$ cat src/rtl/lnfill_pkg.sv
`timescale 1ns/1ps
package lnfill_pkg;
   typedef enum logic [1:0] {
      LF_IDLE  = 2'd0,
      LF_FETCH = 2'd1,
      LF_SEAL  = 2'd2
   } lf_state_e;
endpackage

$ cat src/rtl/lnfill_cfg.sv
`timescale 1ns/1ps
module lnfill_cfg #(
   parameter int CODE_W   = 2,
   parameter int MAX_CODE = 2
) (
   input  logic              clk,
   input  logic              rst_n,
   input  logic              wr_en,
   input  logic [CODE_W-1:0] wr_code,
   input  logic              busy,
   input  logic              release_i,
   output logic [CODE_W-1:0] code_o
);
   logic              legal_wr;
   logic              pend_v;
   logic [CODE_W-1:0] pend_c;
   logic [CODE_W-1:0] code_q;

   assign legal_wr = wr_en && (int'(wr_code) <= MAX_CODE);

   always_ff @(posedge clk) begin
      if (!rst_n) begin
         code_q <= '0;
         pend_v <= 1'b0;
         pend_c <= '0;
      end else if (release_i) begin
         if (legal_wr)    code_q <= wr_code;
         else if (pend_v) code_q <= pend_c;
         pend_v <= 1'b0;
      end else if (busy) begin
         if (legal_wr) begin
            pend_v <= 1'b1;
            pend_c <= wr_code;
         end
      end else if (legal_wr) begin
         code_q <= wr_code;
      end
   end

   assign code_o = code_q;
endmodule

$ cat src/rtl/lnfill_agen.sv
`timescale 1ns/1ps
module lnfill_agen #(
   parameter int ADDR_W       = 32,
   parameter int BOFF_W       = 2,
   parameter int WSEL_W       = 2,
   parameter int LINE_IDX_W   = 6,
   parameter int MAX_GRP_LOG2 = 2,
   parameter int CODE_W       = 2,
   parameter int CNT_W        = 5
) (
   input  logic                  clk,
   input  logic                  rst_n,
   input  logic                  load,
   input  logic                  step,
   input  logic [ADDR_W-1:0]     miss_addr,
   input  logic [CODE_W-1:0]     code,
   output logic [ADDR_W-1:0]     addr_o,
   output logic [LINE_IDX_W-1:0] cur_line_o,
   output logic [LINE_IDX_W-1:0] seal_line_o,
   output logic [WSEL_W-1:0]     wsel_o,
   output logic                  line_end_o,
   output logic                  all_done_o
);
   localparam int PLINE_OFF_W = BOFF_W + WSEL_W;
   localparam int WORD_BYTES  = 1 << BOFF_W;
   localparam int PL_WORDS    = 1 << WSEL_W;

   logic [ADDR_W-1:0]     aligned [MAX_GRP_LOG2+1];
   logic [ADDR_W-1:0]     base;
   logic [CNT_W-1:0]      total;
   logic [ADDR_W-1:0]     addr_q;
   logic [CNT_W-1:0]      rem_q;
   logic [LINE_IDX_W-1:0] seal_q;

   for (genvar g = 0; g <= MAX_GRP_LOG2; g++) begin : g_align
      localparam int LOW = PLINE_OFF_W + g;
      assign aligned[g] = {miss_addr[ADDR_W-1:LOW], {LOW{1'b0}}};
   end

   always_comb begin
      base = aligned[0];
      for (int g = 0; g <= MAX_GRP_LOG2; g++) begin
         if (code == CODE_W'(g)) base = aligned[g];
      end
   end

   assign total = CNT_W'(PL_WORDS) << code;

   always_ff @(posedge clk) begin
      if (!rst_n) begin
         addr_q <= '0;
         rem_q  <= '0;
         seal_q <= '0;
      end else if (load) begin
         addr_q <= base;
         rem_q  <= total;
      end else if (step) begin
         addr_q <= addr_q + ADDR_W'(WORD_BYTES);
         rem_q  <= rem_q - CNT_W'(1);
         seal_q <= addr_q[PLINE_OFF_W +: LINE_IDX_W];
      end
   end

   assign addr_o      = addr_q;
   assign cur_line_o  = addr_q[PLINE_OFF_W +: LINE_IDX_W];
   assign seal_line_o = seal_q;
   assign wsel_o      = addr_q[BOFF_W +: WSEL_W];
   assign line_end_o  = (addr_q[BOFF_W +: WSEL_W] == {WSEL_W{1'b1}});
   assign all_done_o  = (rem_q == '0);
endmodule

$ cat src/rtl/lnfill_fsm.sv
`timescale 1ns/1ps
module lnfill_fsm
   import lnfill_pkg::*;
(
   input  logic clk,
   input  logic rst_n,
   input  logic miss_valid,
   input  logic rsp_valid,
   input  logic line_end,
   input  logic all_done,
   output logic start,
   output logic step,
   output logic fetching,
   output logic sealing,
   output logic busy,
   output logic done
);
   lf_state_e st_q, st_d;

   always_comb begin
      st_d = st_q;
      unique case (st_q)
         LF_IDLE:  if (miss_valid) st_d = LF_FETCH;
         LF_FETCH: if (rsp_valid && line_end) st_d = LF_SEAL;
         LF_SEAL:  st_d = all_done ? LF_IDLE : LF_FETCH;
         default:  st_d = LF_IDLE;
      endcase
   end

   always_ff @(posedge clk) begin
      if (!rst_n) st_q <= LF_IDLE;
      else        st_q <= st_d;
   end

   assign start    = (st_q == LF_IDLE) && miss_valid;
   assign fetching = (st_q == LF_FETCH);
   assign step     = fetching && rsp_valid;
   assign sealing  = (st_q == LF_SEAL);
   assign busy     = (st_q != LF_IDLE);
   assign done     = sealing && all_done;
endmodule

$ cat src/rtl/lnfill_ctrl.sv
`timescale 1ns/1ps
module lnfill_ctrl #(
   parameter int ADDR_W         = 32,
   parameter int DATA_W         = 32,
   parameter int WORDS_PER_LINE = 4,
   parameter int LINE_IDX_W     = 6,
   parameter int MAX_GRP_LOG2   = 2,
   localparam int CODE_W        = (MAX_GRP_LOG2 < 1) ? 1 : $clog2(MAX_GRP_LOG2 + 1),
   localparam int WSEL_W        = $clog2(WORDS_PER_LINE)
) (
   input  logic                  clk,
   input  logic                  rst_n,
   input  logic                  cfg_we,
   input  logic [CODE_W-1:0]     cfg_code,
   output logic [CODE_W-1:0]     cfg_cur,
   input  logic                  miss_valid,
   input  logic [ADDR_W-1:0]     miss_addr,
   output logic                  stall,
   output logic                  done,
   output logic                  mem_req,
   output logic [ADDR_W-1:0]     mem_addr,
   input  logic                  mem_rsp_valid,
   input  logic [DATA_W-1:0]     mem_rdata,
   output logic                  arr_we,
   output logic                  arr_vld_set,
   output logic [LINE_IDX_W-1:0] arr_line,
   output logic [WSEL_W-1:0]     arr_word_sel,
   output logic [DATA_W-1:0]     arr_wdata
);
   localparam int BOFF_W = $clog2(DATA_W / 8);
   localparam int CNT_W  = WSEL_W + MAX_GRP_LOG2 + 1;

   if (DATA_W < 8 || (DATA_W & (DATA_W - 1)) != 0) begin : g_bad_data
      $error("lnfill_ctrl: DATA_W must be a power of two of at least 8");
   end
   if (WORDS_PER_LINE < 2 || (WORDS_PER_LINE & (WORDS_PER_LINE - 1)) != 0) begin : g_bad_words
      $error("lnfill_ctrl: WORDS_PER_LINE must be a power of two of at least 2");
   end
   if (ADDR_W < BOFF_W + WSEL_W + LINE_IDX_W + MAX_GRP_LOG2) begin : g_bad_addr
      $error("lnfill_ctrl: ADDR_W too narrow for the line index and largest block");
   end

   logic start, step, fetching, sealing, busy, done_i;
   logic line_end, all_done;
   logic [ADDR_W-1:0]     cur_addr;
   logic [LINE_IDX_W-1:0] cur_line, seal_line;
   logic [WSEL_W-1:0]     wsel;
   logic [CODE_W-1:0]     code;

   lnfill_cfg #(
      .CODE_W   (CODE_W),
      .MAX_CODE (MAX_GRP_LOG2)
   ) u_cfg (
      .clk       (clk),
      .rst_n     (rst_n),
      .wr_en     (cfg_we),
      .wr_code   (cfg_code),
      .busy      (busy),
      .release_i (done_i),
      .code_o    (code)
   );

   lnfill_agen #(
      .ADDR_W       (ADDR_W),
      .BOFF_W       (BOFF_W),
      .WSEL_W       (WSEL_W),
      .LINE_IDX_W   (LINE_IDX_W),
      .MAX_GRP_LOG2 (MAX_GRP_LOG2),
      .CODE_W       (CODE_W),
      .CNT_W        (CNT_W)
   ) u_agen (
      .clk         (clk),
      .rst_n       (rst_n),
      .load        (start),
      .step        (step),
      .miss_addr   (miss_addr),
      .code        (code),
      .addr_o      (cur_addr),
      .cur_line_o  (cur_line),
      .seal_line_o (seal_line),
      .wsel_o      (wsel),
      .line_end_o  (line_end),
      .all_done_o  (all_done)
   );

   lnfill_fsm u_fsm (
      .clk        (clk),
      .rst_n      (rst_n),
      .miss_valid (miss_valid),
      .rsp_valid  (mem_rsp_valid),
      .line_end   (line_end),
      .all_done   (all_done),
      .start      (start),
      .step       (step),
      .fetching   (fetching),
      .sealing    (sealing),
      .busy       (busy),
      .done       (done_i)
   );

   assign cfg_cur      = code;
   assign stall        = busy && !done_i;
   assign done         = done_i;
   assign mem_req      = fetching;
   assign mem_addr     = cur_addr;
   assign arr_we       = step;
   assign arr_vld_set  = sealing;
   assign arr_line     = sealing ? seal_line : cur_line;
   assign arr_word_sel = wsel;
   assign arr_wdata    = mem_rdata;
endmodule

$ cat config.mk
export PLATFORM = sky130hd
export DESIGN_NAME = lnfill_ctrl
export DESIGN_NICKNAME = d
export VERILOG_FILES = /design/src/rtl/lnfill_pkg.sv /design/src/rtl/lnfill_cfg.sv /design/src/rtl/lnfill_agen.sv /design/src/rtl/lnfill_fsm.sv /design/src/rtl/lnfill_ctrl.sv
export SDC_FILE = /design/constraint.sdc
export NUM_CORES = 1
export LEC_CHECK = 0
export BUFFER_PORTS_ARGS = -buffer_cell sky130_fd_sc_hd__buf_2
export CORE_UTILIZATION = 42
export DETAILED_ROUTE_END_ITERATION = 10
export PLACE_DENSITY = 0.86
export SYNTH_ARGS = -nofsm -noshare
export SYNTH_HDL_FRONTEND = slang
export SYNTH_HIERARCHICAL = 1
export SYNTH_SLANG_ARGS = --single-unit
$ cat constraint.sdc
create_clock -name clk -period 2.45 [get_ports clk]
set_clock_uncertainty 0.2 [all_clocks]
set_input_delay 0.49 -clock clk [delete_from_list [all_inputs] [get_ports clk]]
set_output_delay 0.49 -clock clk [all_outputs]
set_load 0.005 [all_outputs]
==> results of run 1 <==
flip-flops by register name, indices dropped and copies added (netlist names):
name and cells:
u_cfg/pend_c 2, u_cfg/pend_v 1, u_fsm/st_q 2, u_cfg/code_o 2
u_agen/seal_line_o 6, u_agen/rem_q 5, u_agen/addr_o 30
cell usage after synthesis (all sizes together):
cell,instances
dfxtp,48
buf,45
o21ai,32
nand2,29
clkbuf,16
a21oi,15
a31oi,13
xnor2,13
inv,12
nand3,12
or4,11
nor3,10
nand4,9
nor2,8
o31ai,8
a21boi,7
nand2b,7
mux2,6
nor2b,6
and4,5
nor4,5
or3,5
mux2i,4
o211a,4
and2,3
and2b,3
o311a,3
a211oi,2
and3,2
ha,2
nor4b,2
o21a,2
o221ai,2
xor2,2
a21bo,1
a32o,1
a41o,1
conb,1
o221a,1
o22ai,1
o31a,1
o41ai,1
or2,1
power breakdown:
group | switching, µW | internal [µW]
Sequential | 73.3 | 839
Clock | 269 | 510
Combinational | 178 | 175
Total | 520 | 1520
worst max-delay path, stage by stage (launching register included):
cell     delay [ns]
dfxtp_1        0.34
inv_1          0.07
ha_1           0.16
nor4b_2        0.33
and2_4         0.27
nor2b_1        0.05
buf_2          0.12
worst paths after layout:
path                         start                    end  cells past startpoint  slack (ns)
min reg2reg  u_agen/seal_line_o[3]  u_agen/seal_line_o[3]                      2        0.27
max                u_agen/rem_q[0]                  stall                      6        0.13
min                  miss_addr[13]      u_agen/addr_o[13]                      3        0.26
max reg2reg          u_fsm/st_q[0]      u_agen/addr_o[30]                      6        0.15
final cells by class:
cell class	count	area, µm²	area share, %
Sequential cell	48	961	28.1
Multi-Input combinational cell	242	1620	47.2
Tap cell	96	120	3.51
Clock buffer	5	68.8	2.01
Clock inverter	3	90.1	2.63
Inverter	12	45.0	1.32
Timing Repair Buffer	94	520	15.2
timing repair:
item / CTS / global route
setup endpoints to repair: 2 / 3
pin swaps: 0 / 0
resized for setup: 1 / 3
kinds of logic after synthesis:
| family | Yosys count | share of synthesized area (%) |
|---|---|---|
| xor+xnor | 15 | 4.37 |
| fa+ha+maj | 2 | 0.832 |
| mux | 10 | 4.33 |
| other cells | 1 | 0.125 |
| buf+inv | 73 | 14.9 |
| flops | 48 | 31.9 |
| simple gates | 118 | 22.7 |
| compound gates | 95 | 20.8 |
metal layers:
metal  track usage [%]  share of wire (%)  vias up
met5                 0                  0        -
met4              7.58                1.6        0
met3              4.76                6.6       16
met2              31.5                 47      100
met1              27.2                 45     1273
li1                  -                  -     1356
metrics by stage:
stage	cells	hold slack, ns	power [µW]	area (µm²)	worst slack [ns]
2_1_floorplan	363	0.243	1170	3010	0.0361
3_3_place_gp	492	0.252	1260	3250	0.152
3_5_place_dp	492	0.261	1270	3250	0.0840
4_1_cts	500	0.253	2050	3410	0.00241
5_1_grt	500	0.259	2140	3420	0.0274
6_report	500	0.261	2040	3420	0.128
==> results.tsv, run 1 <==
stage	metric	value	unit
timing	slew_viol_final	0	
route	ant_nets	0	
timing	slew_headroom	51.3	%
timing	hold_violations	0	
clock_network	ctsHtreeMaxLevel	2	
yosys	syn_area_per_cell	8.31	µm²
cells_and_area	post_route_cells_drive_above_1_share	29.7	%
route	vias	2745	
floorplanning	num_rows	30	
yosys	syn-instance-count	362	
placed_design	io_buffer_count	79	
yosys	synth.distinct_cells	52	
route	via_per_inst	5.49	
run_status	status	finished, final reports clean	
clock_network	cts_tree	yes	
route	wl_per_cell	14.8	µm
flow_run	drv_cap	0	
floorplanning	core	6870	µm²
yosys	ys_ff_latch	48	
floorplanning	dieArea	7500	µm²
clock_network	clk_latency	0.30	ns
yosys	seq_area_frac_synth	31.9	%
cells_and_area	fillers	638	
grt	grt.total_usage	20.2	%
critical_path	worstSetupPathType	flip-flop to output pin	
timing	finalCritPeriodShare	94.8	%
cells_and_area	fin_nets	476	
grt	grt_overflow	0	
grt	antenna_found_initial	0	
floorplanning	die_y	86.6	µm
timing	worst_slew_pin_slew	0.730	ns
critical_path	startpoint_type	flip-flop	
critical_path	crit_fanout	9	
yosys	yosysWarnings	6	
route	drt_pre_antenna_iters	4	
timing	setup_viol	0	
grt	grt_pass1_wl	12.0	mm
min_path	hold_path_class	input pin to flip-flop	
placed_design	place_hpwl	5.28	mm
clock_network	cts_num_sinks	48	
cells_and_area	final_common_cell	buf_2	
placed_design	gp_congestion	0.806	
yosys	syn_area	3010	µm²
critical_path	worst_ep_arrival_time	1.63	ns
yosys	synth_area_leaders	dfxtp_1, buf_4, o21ai_0	
grt	grt_pass1_vias	2492	
floorplanning	initial_core_util	43.8	%
clock_network	post-cts-setup-buffer-count	0	
critical_path	cp-end-kind	output pin	
route	drc	0	
pwr	p_per_area	597	nW/µm²
critical_path	worst_ep_required_time	1.76	ns
clock_network	ctsRootBufferMaster	clkbuf_8	
cells_and_area	num_antenna_cells	0	
timing	rsz0062_at_grt	no	
cells_and_area	final_cell_mix	buf_2, dfxtp_1, o21ai_0, nand2_1, a21oi_1	
route	drtIter0Drc	237	
timing	finalSetupTns	0	ns
route	drt_wl_total	7.39	mm
clock_network	path_clk_slew	0.09	ns
floorplanning	die_w	86.6	µm
yosys	yosys.area.top_type	dfxtp_1	
timing	fmax	0.431	GHz
clock_network	cts_buffer_depth	2	
timing	period_needed	2.32	ns
grt	grt_max_degree	49	
pwr	p_leak	0.00141	µW
floorplanning	io_pins	150	
pwr	vdd.ir_drop.worst	0.290	mV
yosys	synth.top_cell.area_share	31.9	%
cells_and_area	post-route-util	49.8	%
clock_network	cts_buffers	5	
clock_network	ctsHoldBuffers	0	
cells_and_area	syn2layout_area_growth	13.8	%
(Power assumes the default switching activity.)
==> inputs of run 2 (changes only) <==
--- a/config.mk
+++ b/config.mk
@@ -6,9 +6,11 @@
 export NUM_CORES = 1
 export LEC_CHECK = 0
 export BUFFER_PORTS_ARGS = -buffer_cell sky130_fd_sc_hd__buf_2
-export CORE_UTILIZATION = 42
+export CORE_UTILIZATION = 43
+export CTS_BUF_LIST = sky130_fd_sc_hd__clkbuf_8
 export DETAILED_ROUTE_END_ITERATION = 10
-export PLACE_DENSITY = 0.86
+export PLACE_DENSITY = 0.88
+export SETUP_SLACK_MARGIN = 0.05
 export SYNTH_ARGS = -nofsm -noshare
 export SYNTH_HDL_FRONTEND = slang
 export SYNTH_HIERARCHICAL = 1
==> results.tsv, run 2 (synthesis gave the netlist of run 1 again) <==
stage	metric	value	unit	change
clock_network	cts_tree	yes		
floorplanning	initial_core_util	44.5	%	+0.73 points
critical_path	endpoint	stall		
critical_path	r2r_cells	7		+1
floorplanning	dieArea	7330	µm²	-2.3%
cells_and_area	final_common_cell	buf_2		
grt	grtUsageMet1	23.2	%	-3.9 points
timing	finalCritPeriodShare	94.7	%	about the same
critical_path	critPathMaxStageDelay	0.43	ns	+0.09 ns
pwr	p_per_area	554	nW/µm²	-7.3%
cells_and_area	fin_cells	482		-3.6%
floorplanning	num_rows	30		unchanged
clock_network	clk_latency	0.31	ns	about the same
timing	worst_slew_pin_slew	0.710	ns	-0.0206 ns
pwr	p_total	1850	µW	-9.3%
route	wl_per_cell	15.1	µm	+1.8%
floorplanning	die_y	85.6	µm	-1.1%
clock_network	ctsRootBufferMaster	clkbuf_8		
grt	grt_pass1_wl	11.8	mm	-1.9%
grt	use_met3	5.10	%	+0.34 points
cells_and_area	post_route_cells_drive_above_1_share	29.9	%	+0.15 points
placed_design	io_buffer_count	79		unchanged
critical_path	r2r-end	u_agen/addr_o[17]		
critical_path	cp-end-kind	output pin		
placed_design	dp.cells	474		-3.7%
route	ant_nets	0		unchanged
placed_design	gp_congestion	0.853		+5.8%
run_status	status	finished, final reports clean		
pwr	p_leak	0.00138	µW	-2.2%
clock_network	cts_num_sinks	48		unchanged
critical_path	critical_path.startpoint	u_fsm/st_q[1]		
route	drc	0		unchanged
timing	slew_headroom	52.7	%	+1.4 points
timing	rsz0062_at_grt	yes		
timing	hold_violations	0		unchanged
grt	top_usage_layer	met2		
grt	grt.total_usage	19.9	%	-0.33 points
route	via_per_inst	5.80		+5.7%
placed_design	dpl_worst_slack	0.0941	ns	+0.0101 ns
pwr	vdd.ir_drop.worst	0.213	mV	-26%
critical_path	crit_fanout	9		unchanged
critical_path	worstSetupPathType	flip-flop to output pin		
placed_design	place_hpwl	5.30	mm	+0.48%
critical_path	startpoint_type	flip-flop		
critical_path	worst_ep_required_time	1.76	ns	about the same
critical_path	worst_ep_arrival_time	1.63	ns	about the same
timing	setup_slack	0.130	ns	+0.00206 ns
floorplanning	io_pins	150		unchanged
timing	finalSetupTns	0	ns	unchanged
grt	grt_max_degree	47		-4.1%
grt	antenna_found_initial	0		unchanged
cells_and_area	syn2layout_area_growth	11.4	%	
route	drtIter0Drc	313		+32%
clock_network	cts_buffer_depth	2		unchanged
route	drt_pre_antenna_iters	4		unchanged
critical_path	crit_cells	4		-2
critical_path	cp_top_family	simple AND/OR/NAND/NOR gates		
timing	period_needed	2.32	ns	-0.00206 ns
clock_network	post-cts-setup-buffer-count	0		unchanged
timing	hold_slack	0.251	ns	-0.00950 ns
clock_network	path_clk_slew	0.09	ns	about the same
cells_and_area	largest_reg_flops	30		unchanged
critical_path	crit_slowest_cell	and2b_1		
clock_network	ctsHtreeMaxLevel	2		unchanged
clock_network	cts_buffers	5		unchanged
grt	grt_pass1_vias	2639		+5.9%
floorplanning	die_w	85.6	µm	-1.1%
critical_path	r2r_start	u_fsm/st_q[0]		
route	drt_wl_total	7.26	mm	-1.9%
grt	grt_overflow	0		unchanged
cells_and_area	fin_nets	474		-0.42%
floorplanning	core	6760	µm²	-1.6%
cells_and_area	final_cell_mix	buf_2, dfxtp_1, o21ai_0, nand2_1, a21oi_1		
critical_path	rrSetupSlack	0.21	ns	+0.06 ns
timing	setup_viol	0		unchanged
min_path	hold_path_class	input pin to flip-flop		
critical_path	path_cells	and2b_1, and2_2, nor2b_1, buf_2		
route	vias	2797		+1.9%
cells_and_area	num_antenna_cells	0		unchanged
flow_run	drv_cap	0		unchanged
grt	use_met2	34.3	%	+2.7 points
timing	fmax	0.431	GHz	about the same
critical_path	worst-path-buf-inv	1		-1
timing	slew_viol_final	0		unchanged
## run 2: what timing repair did
action | in CTS | in global routing
hold buffers | 0 | 0
endpoints found under the setup margin | 2 | 10
pin swaps | 0 | 0
endpoints found under the hold margin | 0 | 0
gates resized for setup | 1 | 5
## run 2: per-layer routing
layer  share of wire [%]  wire length [µm]
met2                  48              3460
met4                 2.6               191
met3                 6.6               477
met1                  43              3120
met5                   0                 0
## run 2: cell type report
class	count	area, µm²
clock buffers	5	68.8
repair buffers	92	493
flip-flops and latches	48	961
multi-input cells	242	1640
well taps	80	100
clock inverters	3	46.3
inverters	12	45.0
fillers	636	3410
## run 2: through the flow
stage	util, %	area, µm²
2_1_floorplan	-	3020
3_3_place_gp	47.5	3210
3_5_place_dp	47.5	3210
4_1_cts	49.2	3320
5_1_grt	49.6	3350
6_report	49.6	3350
## run 2: power by group
group	internal, µW	switching [µW]	leakage, µW
Sequential	839	75.3	0.000395
Clock	308	290	0.0000548
Combinational	170	172	0.000934
Total	1320	538	0.00138
## run 2: worst min path at each step
stage / startpoint / cells past startpoint / endpoint / slack (ns)
after global routing: miss_addr[20] / 2 / u_agen/addr_o[20] / 0.25
after floorplan: u_agen/seal_line_o[0] / 2 / u_agen/seal_line_o[0] / 0.24
after CTS: miss_addr[9] / 3 / u_agen/addr_o[9] / 0.25
final: miss_addr[20] / 2 / u_agen/addr_o[20] / 0.25
after global placement: u_agen/seal_line_o[2] / 2 / u_agen/seal_line_o[2] / 0.25
after detailed placement: u_agen/seal_line_o[4] / 2 / u_agen/seal_line_o[4] / 0.26
==> inputs of run 3 (changes only) <==
--- a/config.mk
+++ b/config.mk
@@ -6,6 +6,7 @@
 export NUM_CORES = 1
 export LEC_CHECK = 0
 export BUFFER_PORTS_ARGS = -buffer_cell sky130_fd_sc_hd__buf_2
+export CORE_MARGIN = 5
 export CORE_UTILIZATION = 43
 export CTS_BUF_LIST = sky130_fd_sc_hd__clkbuf_8
 export DETAILED_ROUTE_END_ITERATION = 10
==> results.tsv, run 3 (synthesis gave the netlist of run 1 again) <==
stage	metric	value	unit	change
timing	period_needed	2.32	ns	-0.00159 ns
critical_path	cp-end-kind	output pin		
route	drt_wl_total	7.40	mm	+2.0%
critical_path	critical_path.startpoint	u_fsm/st_q[1]		
timing	hold_violations	0		unchanged
placed_design	place_hpwl	5.49	mm	+3.5%
cells_and_area	fin_nets	474		unchanged
clock_network	ctsRootBufferMaster	clkbuf_8		
critical_path	worst_ep_arrival_time	1.63	ns	about the same
pwr	p_sw	514	µW	-4.4%
min_path	min_to	u_agen/addr_o[20]		
timing	rsz0062_at_grt	yes		
pwr	clkPwrFrac	27.2	%	-5.1 points
timing	worst_slew_pin_slew	0.731	ns	+0.0216 ns
floorplanning	num_rows	30		unchanged
floorplanning	dieArea	8770	µm²	+20%
critical_path	critPathMaxStageDelay	0.42	ns	about the same
grt	grt_pass1_vias	2508		-5.0%
pwr	p_leak	0.00137	µW	-0.91%
clock_network	cts_tree	yes		
route	drtIter0Drc	262		-16%
clock_network	clk_latency	0.30	ns	about the same
timing	fmax	0.431	GHz	about the same
placed_design	io_buffer_count	79		unchanged
critical_path	crit_fanout	9		unchanged
route	ant_nets	0		unchanged
cells_and_area	final_cell_mix	buf_2, dfxtp_1, o21ai_0, nand2_1, a21oi_1		
route	wl_per_cell	14.9	µm	-1.2%
cells_and_area	syn2layout_area_growth	10.8	%	
clock_network	cts_num_sinks	48		unchanged
timing	finalCritPeriodShare	94.6	%	about the same
floorplanning	die_w	93.6	µm	+9.3%
floorplanning	initial_core_util	44.3	%	-0.25 points
cells_and_area	post_route_cells_drive_above_1_share	29.9	%	unchanged
critical_path	path_cells	and2b_1, and2_2, nor2b_1, buf_2		
clock_network	cts_buffers	5		unchanged
critical_path	r2r_cells	6		-1
pwr	seqPwrFrac	53.1	%	+3.8 points
pwr	sw_frac_of_total	29.9	%	+0.88 points
critical_path	crit_slowest_cell	and2b_1		
route	via_per_inst	5.43		-6.4%
route	wl_met3	549	µm	+15%
critical_path	startpoint_type	flip-flop		
floorplanning	io_pins	150		unchanged
route	routed-wl-met2	3.55	mm	+2.4%
route	vias	2706		-3.3%
pwr	p_per_area	516	nW/µm²	-6.8%
critical_path	r2r_start	u_fsm/st_q[0]		
clock_network	ctsHtreeMaxLevel	2		unchanged
timing	slew_headroom	51.2	%	-1.4 points
cells_and_area	fillers	619		-2.7%
cells_and_area	final_common_cell	buf_2		
route	drc	0		unchanged
pwr	internal-power	1210	µW	-8.4%
min_path	worstHoldPathCells	2		unchanged
pwr	combPwrFrac	19.7	%	+1.2 points
run_status	status	finished, final reports clean		
timing	slew_viol_final	0		unchanged
clock_network	ctsHoldBuffers	0		unchanged
timing	finalSetupTns	0	ns	unchanged
floorplanning	die_y	93.6	µm	+9.3%
flow_run	drv_cap	0		unchanged
floorplanning	core	6790	µm²	+0.56%
critical_path	cp_top_family	simple AND/OR/NAND/NOR gates		
min_path	hold_path_class	input pin to flip-flop		
clock_network	cts_buffer_depth	2		unchanged
grt	antenna_found_initial	0		unchanged
grt	grt_overflow	0		unchanged
grt	grt_pass1_wl	11.7	mm	-0.42%
grt	grt.total_usage	16.3	%	-3.6 points
route	drt_pre_antenna_iters	5		+1
cells_and_area	largest_reg_flops	30		unchanged
critical_path	worst-path-buf-inv	1		unchanged
placed_design	gp_congestion	0.860		+0.79%
critical_path	worstSetupPathType	flip-flop to output pin		
route	wl_met1	3.13	mm	+0.26%
timing	setup_viol	0		unchanged
clock_network	path_clk_slew	0.09	ns	about the same
min_path	holdCritStartpoint	miss_addr[20]		
cells_and_area	post-route-util	49.0	%	-0.53 points
critical_path	rrSetupSlack	0.16	ns	-0.05 ns
critical_path	worst_ep_required_time	1.76	ns	about the same
route	highest_layer	met4		
grt	grt_max_degree	49		+4.3%
critical_path	r2r-end	u_agen/addr_o[25]		
cells_and_area	num_antenna_cells	0		unchanged
pwr	vdd.ir_drop.worst	0.217	mV	+1.9%
run 3: per-layer routing:
metal,up-vias,GRT usage [%]
li1,1350,-
met1,1246,20.4
met2,93,26.7
met3,17,4.26
met4,0,6.38
met5,-,0
run 3: metrics by stage:
| stage | instances | instance area [µm²] | setup WS, ns | power [µW] | hold WS (ns) |
|---|---|---|---|---|---|
| floorplan | 363 | 3020 | 0.108 | 1170 | 0.243 |
| global placement | 490 | 3230 | 0.128 | 1250 | 0.251 |
| detailed placement | 490 | 3230 | 0.0584 | 1270 | 0.264 |
| CTS | 498 | 3320 | 0.0645 | 1730 | 0.242 |
| global route | 498 | 3330 | 0.0334 | 1810 | 0.243 |
| finish | 498 | 3330 | 0.131 | 1720 | 0.246 |
run 3: power groups by stage:
stage	sequential (µW)	combinational, µW	clock [µW]
after floorplan	924	247	0
after global placement	925	327	0
after detailed placement	930	335	0
after CTS	913	338	478
after global routing	926	374	515
final	914	338	468
run 3: how the worst max path moves through the flow:
stage                        end  slack (ns)  depth (start not counted)
2_1_floorplan  u_agen/addr_o[29]        0.11                          8
3_3_place_gp   u_agen/addr_o[29]        0.13                          6
3_5_place_dp   u_agen/addr_o[25]        0.06                          6
4_1_cts                    stall        0.06                          4
5_1_grt                    stall        0.03                          6
6_report                   stall        0.13                          4
run 3: area by class of cell:
type	instances	area, µm²	area share (%)
Timing Repair Buffer	92	493	14.8
Tap cell	96	120	3.60
Clock inverter	3	18.8	0.563
Multi-Input combinational cell	242	1630	48.8
Clock buffer	5	68.8	2.07
Sequential cell	48	961	28.8
Inverter	12	45.0	1.35
run 3: repair_timing:
action,4_1_cts,5_1_grt
buffers inserted,0,0
setup endpoints to repair,2,8
hold endpoints to repair,0,0
gates resized for setup,1,3
pin swaps,0,0
run 3: worst reg2reg max path: cells and delay by family, from the launching register on:
| kind | cells | cell delay (ns) |
|---|---|---|
| compound gates | 1 | 0.18 |
| flops | 1 | 0.35 |
| simple gates | 5 | 1.49 |
